$ cat config.mk
export PLATFORM = sky130hd
export DESIGN_NAME = sized_req_splitter
export DESIGN_NICKNAME = d
export VERILOG_FILES = /design/src/rtl/szsplit_pkg.sv /design/src/rtl/szsplit_lenplan.sv /design/src/rtl/szsplit_maskplan.sv /design/src/rtl/sized_req_splitter.sv
export SDC_FILE = /design/constraint.sdc
export NUM_CORES = 1
export LEC_CHECK = 0
export BUFFER_PORTS_ARGS = -buffer_cell sky130_fd_sc_hd__buf_2
export CAP_MARGIN = 10
export CORE_MARGIN = 2
export CORE_UTILIZATION = 50
export DETAILED_ROUTE_END_ITERATION = 10
export PLACE_DENSITY = 0.74
export SLEW_MARGIN = 20
export SYNTH_ARGS = -nofsm -noshare
export SYNTH_HDL_FRONTEND = slang
export SYNTH_SLANG_ARGS = --single-unit
$ cat constraint.sdc
create_clock -name clk -period 5.2 [get_ports clk]
set_input_delay 1.56 -clock clk [delete_from_list [all_inputs] [get_ports clk]]
set_output_delay 1.56 -clock clk [all_outputs]
set_load 0.02 [all_outputs]
$ cat src/rtl/szsplit_pkg.sv
package szsplit_pkg;

   localparam int ADDR_W    = 40;
   localparam int DADDR_W   = ADDR_W - 2;
   localparam int WIN_W     = ADDR_W - 5;
   localparam int BMASK_W   = 32;
   localparam int DCNT_W    = 4;
   localparam int TAKE_W    = 7;

   typedef enum logic [1:0] {
      KIND_BRD = 2'd0,
      KIND_DRD = 2'd1,
      KIND_BWR = 2'd2,
      KIND_DWR = 2'd3
   } req_kind_e;

   typedef struct packed {
      logic [DADDR_W-1:0] daddr;
      req_kind_e          kind;
      logic [DCNT_W-1:0]  dcnt;
      logic [BMASK_W-1:0] bmask;
   } req_t;

   // contiguous run of 'take' enabled bytes starting at byte 'off' of a dword
   function automatic logic [3:0] run_mask4(input logic [1:0] off, input logic [2:0] take);
      logic [3:0] m;
      m = 4'd1 << take;
      m = m - 4'd1;
      return m << off;
   endfunction

endpackage

$ cat src/rtl/szsplit_lenplan.sv
module szsplit_lenplan
   import szsplit_pkg::*;
#(
   parameter int LEN_W = 16
) (
   input  logic [ADDR_W-1:0] cur_addr,
   input  logic [LEN_W-1:0]  remain,
   input  logic              is_wr,
   output req_t              piece,
   output logic [TAKE_W-1:0] take
);

   localparam int RDW_W = LEN_W - 2;

   logic [1:0]       off;
   logic             byte_mode;
   logic [2:0]       room_b;
   logic [2:0]       take_b;
   logic [3:0]       m4;
   logic [4:0]       dw_room;
   logic [RDW_W-1:0] rem_dw;
   logic [4:0]       dw_cnt;
   logic [4:0]       dw_cnt_m1;
   logic [31:0]      wr_mask;

   always_comb begin
      off       = cur_addr[1:0];
      byte_mode = (off != 2'd0) || (remain < LEN_W'(4));
      room_b    = 3'd4 - {1'b0, off};
      take_b    = (remain < LEN_W'(room_b)) ? remain[2:0] : room_b;
      m4        = run_mask4(off, take_b);
      wr_mask   = {28'd0, m4} << {cur_addr[4:2], 2'b00};

      dw_room   = 5'd16 - {1'b0, cur_addr[5:2]};
      rem_dw    = remain[LEN_W-1:2];
      dw_cnt    = (rem_dw < RDW_W'(dw_room)) ? rem_dw[4:0] : dw_room;
      dw_cnt_m1 = dw_cnt - 5'd1;

      piece.daddr = cur_addr[ADDR_W-1:2];
      if (byte_mode) begin
         piece.kind  = is_wr ? KIND_BWR : KIND_BRD;
         piece.dcnt  = '0;
         piece.bmask = is_wr ? wr_mask : {28'd0, m4};
         take        = {4'd0, take_b};
      end else begin
         piece.kind  = is_wr ? KIND_DWR : KIND_DRD;
         piece.dcnt  = dw_cnt_m1[3:0];
         piece.bmask = '0;
         take        = {dw_cnt, 2'b00};
      end
   end

endmodule

$ cat src/rtl/szsplit_maskplan.sv
module szsplit_maskplan
   import szsplit_pkg::*;
#(
   parameter int NIBBLES = BMASK_W / 4
) (
   input  logic [WIN_W-1:0]   win_base,
   input  logic [BMASK_W-1:0] pattern,
   input  logic               is_wr,
   output req_t               piece,
   output logic [BMASK_W-1:0] pattern_next
);

   localparam int IDX_W = $clog2(NIBBLES);

   logic [NIBBLES-1:0] nz;
   logic [IDX_W-1:0]   idx;
   logic               found;
   logic [3:0]         nib;

   for (genvar g = 0; g < NIBBLES; g++) begin : g_nib
      assign nz[g] = |pattern[4*g +: 4];
   end

   always_comb begin
      idx   = '0;
      found = 1'b0;
      for (int i = 0; i < NIBBLES; i++) begin
         if (nz[i] && !found) begin
            idx   = IDX_W'(i);
            found = 1'b1;
         end
      end
      nib = pattern[{idx, 2'b00} +: 4];

      piece.daddr = {win_base, idx};
      piece.dcnt  = '0;
      if (is_wr) begin
         piece.kind   = KIND_BWR;
         piece.bmask  = pattern;
         pattern_next = '0;
      end else begin
         piece.kind   = KIND_BRD;
         piece.bmask  = {28'd0, nib};
         pattern_next = pattern & ~({28'd0, 4'hF} << {idx, 2'b00});
      end
   end

endmodule

$ cat src/rtl/sized_req_splitter.sv
module sized_req_splitter
   import szsplit_pkg::*;
#(
   parameter int LEN_W     = 16,
   parameter bit SPARSE_EN = 1'b1
) (
   input  logic               clk,
   input  logic               rst_n,
   input  logic               desc_valid,
   output logic               desc_ready,
   input  logic [39:0]        desc_addr,
   input  logic [LEN_W-1:0]   desc_len,
   input  logic               desc_write,
   input  logic               desc_sparse,
   input  logic [31:0]        desc_bmask,
   output logic               req_valid,
   input  logic               req_ready,
   output logic [37:0]        req_addr,
   output logic [1:0]         req_kind,
   output logic [3:0]         req_dcnt,
   output logic [31:0]        req_bmask
);

   if (LEN_W < TAKE_W) begin : g_bad_len
      $error("sized_req_splitter: LEN_W must be at least %0d", TAKE_W);
   end
   if (ADDR_W != 40) begin : g_bad_addr
      $error("sized_req_splitter: address width must be 40");
   end

   logic               active;
   logic [ADDR_W-1:0]  cur_addr;
   logic [LEN_W-1:0]   remain;
   logic               is_wr;
   logic               sparse;
   logic [BMASK_W-1:0] pattern;

   req_t               len_piece;
   logic [TAKE_W-1:0]  len_take;
   req_t               msk_piece;
   logic [BMASK_W-1:0] pattern_next;
   req_t               piece;

   logic accept;
   logic fire;
   logic take_sparse;

   szsplit_lenplan #(.LEN_W(LEN_W)) u_lenplan (
      .cur_addr (cur_addr),
      .remain   (remain),
      .is_wr    (is_wr),
      .piece    (len_piece),
      .take     (len_take)
   );

   if (SPARSE_EN) begin : g_sparse
      szsplit_maskplan u_maskplan (
         .win_base     (cur_addr[ADDR_W-1:5]),
         .pattern      (pattern),
         .is_wr        (is_wr),
         .piece        (msk_piece),
         .pattern_next (pattern_next)
      );
      assign take_sparse = desc_sparse;
   end else begin : g_nosparse
      assign msk_piece    = '0;
      assign pattern_next = '0;
      assign take_sparse  = 1'b0;
   end

   assign piece      = sparse ? msk_piece : len_piece;
   assign desc_ready = !active;
   assign accept     = desc_valid && !active;
   assign fire       = active && req_ready;

   always_ff @(posedge clk or negedge rst_n) begin
      if (!rst_n) begin
         active   <= 1'b0;
         cur_addr <= '0;
         remain   <= '0;
         is_wr    <= 1'b0;
         sparse   <= 1'b0;
         pattern  <= '0;
      end else if (accept) begin
         cur_addr <= desc_addr;
         remain   <= desc_len;
         is_wr    <= desc_write;
         sparse   <= take_sparse;
         pattern  <= desc_bmask;
         active   <= take_sparse ? (desc_bmask != '0) : (desc_len != '0);
      end else if (fire) begin
         if (sparse) begin
            pattern <= pattern_next;
            active  <= (pattern_next != '0);
         end else begin
            cur_addr <= cur_addr + ADDR_W'(len_take);
            remain   <= remain - LEN_W'(len_take);
            active   <= (remain != LEN_W'(len_take));
         end
      end
   end

   assign req_valid = active;
   assign req_addr  = piece.daddr;
   assign req_kind  = piece.kind;
   assign req_dcnt  = piece.dcnt;
   assign req_bmask = piece.bmask;

endmodule

==> impl_metrics.py <==
metrics = {
    "run_status": {
        "status": "finished, final reports clean",
    },
    "timing": {
        "slew_viol_final": 0,
        "rsz0062_at_grt": "false",
        "worst_slew_pin_slew_ns": 1.01,
        "finalClockSkew_ns": 0.00747,
        "hold_viol": 0,
        "worst_slack_ns": 0.179,
        "period_share_pct": 96.6,
        "fmax_ghz": 0.199,
        "setup_violations": 0,
        "fin_setup_tns_ns": 0,
        "slew_headroom_pct": 33.0,
        "period_needed_ns": 5.02,
    },
    "synth": {
        "synth.distinct_cells": 70,
        "synthFlopType": "dfrtp_1",
        "synth_warnings": 0,
        "synth-edff-count": 0,
        "avgSynthCellArea_um2": 8.67,
        "yosysSeqAreaShare_pct": 33.1,
        "syn_nets": 912,
        "synth_area_um2": 6880,
        "async_flop_share_pct": 100,
        "ys_ff_latch": 91,
        "synth_cells": 793,
    },
    "drt": {
        "wl_per_cell_um": 18.6,
        "first_pass_iters": 6,
        "antenna_left": 0,
        "drc": 0,
        "drt_iter0_drc": 563,
        "wl_um": 20500,
        "vias": 6577,
        "vias_per_cell": 5.98,
    },
    "pwr": {
        "p_leak_nw": 3.59,
        "total_power_mw": 5.63,
        "powerDensity_nw_per_um2": 706,
        "vdd.ir_drop.worst_uv": 307,
    },
    "grt": {
        "groute.usage.overall_pct": 28.3,
        "grt_pass1_vias": 6202,
        "grt_max_degree": 71,
        "antenna_found_initial": 1,
        "gr-total-overflow": 0,
        "grt_pass1_wl_um": 32600,
    },
    "worst_setup_path": {
        "worstPathRequired_ns": 3.64,
        "critical_path_arrival_ns": 3.46,
        "worstSetupPathType": "reg2out",
        "worst-path-max-fanout": 10,
        "critPathLaunchType": "register",
        "critPathCaptureType": "output pin",
    },
    "clock_tree": {
        "cts.sinks": 91,
        "cts_buffers": 9,
        "cts_max_level": 3,
        "postCtsHoldBufs": 0,
        "clk_pin_slew_worst_paths_ns": 0.07,
        "clockRootBuffer": "clkbuf_16",
        "cts_tree": "yes",
        "insertion_delay_ns": 0.35,
        "cts_buffer_depth": 2,
    },
    "final_layout": {
        "antenna_cells": 0,
        "mostFrequentLayoutCells": "buf_2, nand2_1, dfrtp_1, o21ai_0, a22o_1",
        "layout.nets": 1038,
        "drive_above_1_share_pct": 26.5,
        "area_growth_pct": 16.1,
        "fill_cells": 1242,
        "final_common_cell": "buf_2",
    },
    "die": {
        "die_y_um": 121,
        "row_count": 42,
        "io_pins": 172,
        "start_util_pct": 51.5,
        "die_area_um2": 14700,
        "fp.coreArea_um2": 13300,
        "die_x_um": 121,
    },
    "place": {
        "hpwl_um": 15300,
        "io_buffers": 171,
        "place_ws_ns": 0.399,
        "gp_congestion": 0.943,
    },
    "hold_path": {
        "min_path_type": "reg2reg",
    },
    "run": {
        "maxCapViolCount": 0,
    },
}
[flip-flops by register name (all words and copies together), names as in the netlist]
register	cells
pattern	32
remain	16
cur_addr	40
is_wr	1
sparse	1
req_valid	1
[synthesized netlist by cell type, types with 6 or more instances]
cell type / count / area [um^2]
o21ai_1: 9 / 45.0
nand4_1: 21 / 131
a31oi_1: 8 / 50.1
nor3_2: 6 / 60.1
o21ai_0: 65 / 325
nand3_1: 20 / 100
nor2b_1: 10 / 62.6
nor3_1: 17 / 85.1
nor4_1: 13 / 81.3
buf_4: 36 / 270
xor2_1: 37 / 324
dfrtp_1: 91 / 2280
inv_1: 18 / 67.6
nand2_1: 92 / 345
clkbuf_1: 29 / 109
nand2b_1: 12 / 75.1
and2_1: 8 / 50.1
a21oi_1: 42 / 210
a22o_1: 60 / 526
xnor2_1: 16 / 140
nor2_1: 46 / 173
and3_1: 14 / 87.6
ha_1: 23 / 288
[layer usage]
metal	up-vias	wire [um]	part of all wire (%)	track usage, %
li1	3118	-	-	-
met1	3094	8940	44	38.9
met2	323	9100	44	43.6
met3	40	1930	9.4	6.53
met4	2	514	2.5	10.2
met5	-	13	0.063	0
[worst max-delay path, cell delays in order (launching register included)]
cell and delay, ns:
dfrtp_1 0.52, inv_1 0.18, ha_2 0.31, inv_1 0.12, ha_1 0.30, a21oi_1 0.24
o21ai_4 0.13, nor2_8 0.20, nor3_2 0.09, a211o_1 0.31, a21oi_4 0.34, a32o_1 0.19
buf_2 0.17
[metrics by stage]
step	util, %	hold WS, ns	instance area (um^2)	instances
6_report	59.8	0.535	7990	1100
5_1_grt	59.8	0.575	7990	1100
4_1_cts	59.4	0.536	7930	1096
3_5_place_dp	57.3	0.527	7650	1080
3_3_place_gp	57.3	0.519	7650	1080
2_1_floorplan	-	0.492	6880	793
[repair_timing]
action,4_1_cts,5_1_grt
endpoints found under the setup margin,0,28
resized for setup,0,4
setup buffers,0,4
[cells by family after synthesis]
| family | Yosys count | synth area share (%) |
|---|---|---|
| flops | 91 | 33.1 |
| simple gates | 299 | 24.4 |
| compound gates | 229 | 23.0 |
| fa+ha+maj | 25 | 4.77 |
| buf+inv | 89 | 6.91 |
| mux | 7 | 1.06 |
| xor+xnor | 53 | 6.75 |
[layout make-up]
cell class                 count  area, um^2  area share [%]
multi-input combinational    613        4140            51.9
inverter                      18        67.6           0.846
clock inverter                 5        36.3           0.454
clock buffer                  11         243            3.04
sequential                    91        2280            28.5
tap                          176         220            2.76
timing repair buffer         186         996            12.5
[final timing paths]
kind	start	endpoint	slack, ns	depth (start not counted)
setup / recovery	cur_addr[1]	req_bmask[2]	0.18	12
hold / removal	cur_addr[9]	cur_addr[9]	0.53	1
setup reg to reg	cur_addr[1]	cur_addr[20]	0.46	19
hold reg to reg	cur_addr[9]	cur_addr[9]	0.53	1
max in group asynchronous	rst_n	pattern[10]	3.01	2
min in group asynchronous	rst_n	pattern[2]	1.31	1
[power breakdown]
group	switching (mW)	internal, mW	total [mW]
registers	0.543	1.05	1.59
logic	2.03	1.38	3.41
clock network	0.295	0.339	0.634
total	2.87	2.77	5.63
(Power assumes the default switching activity.)
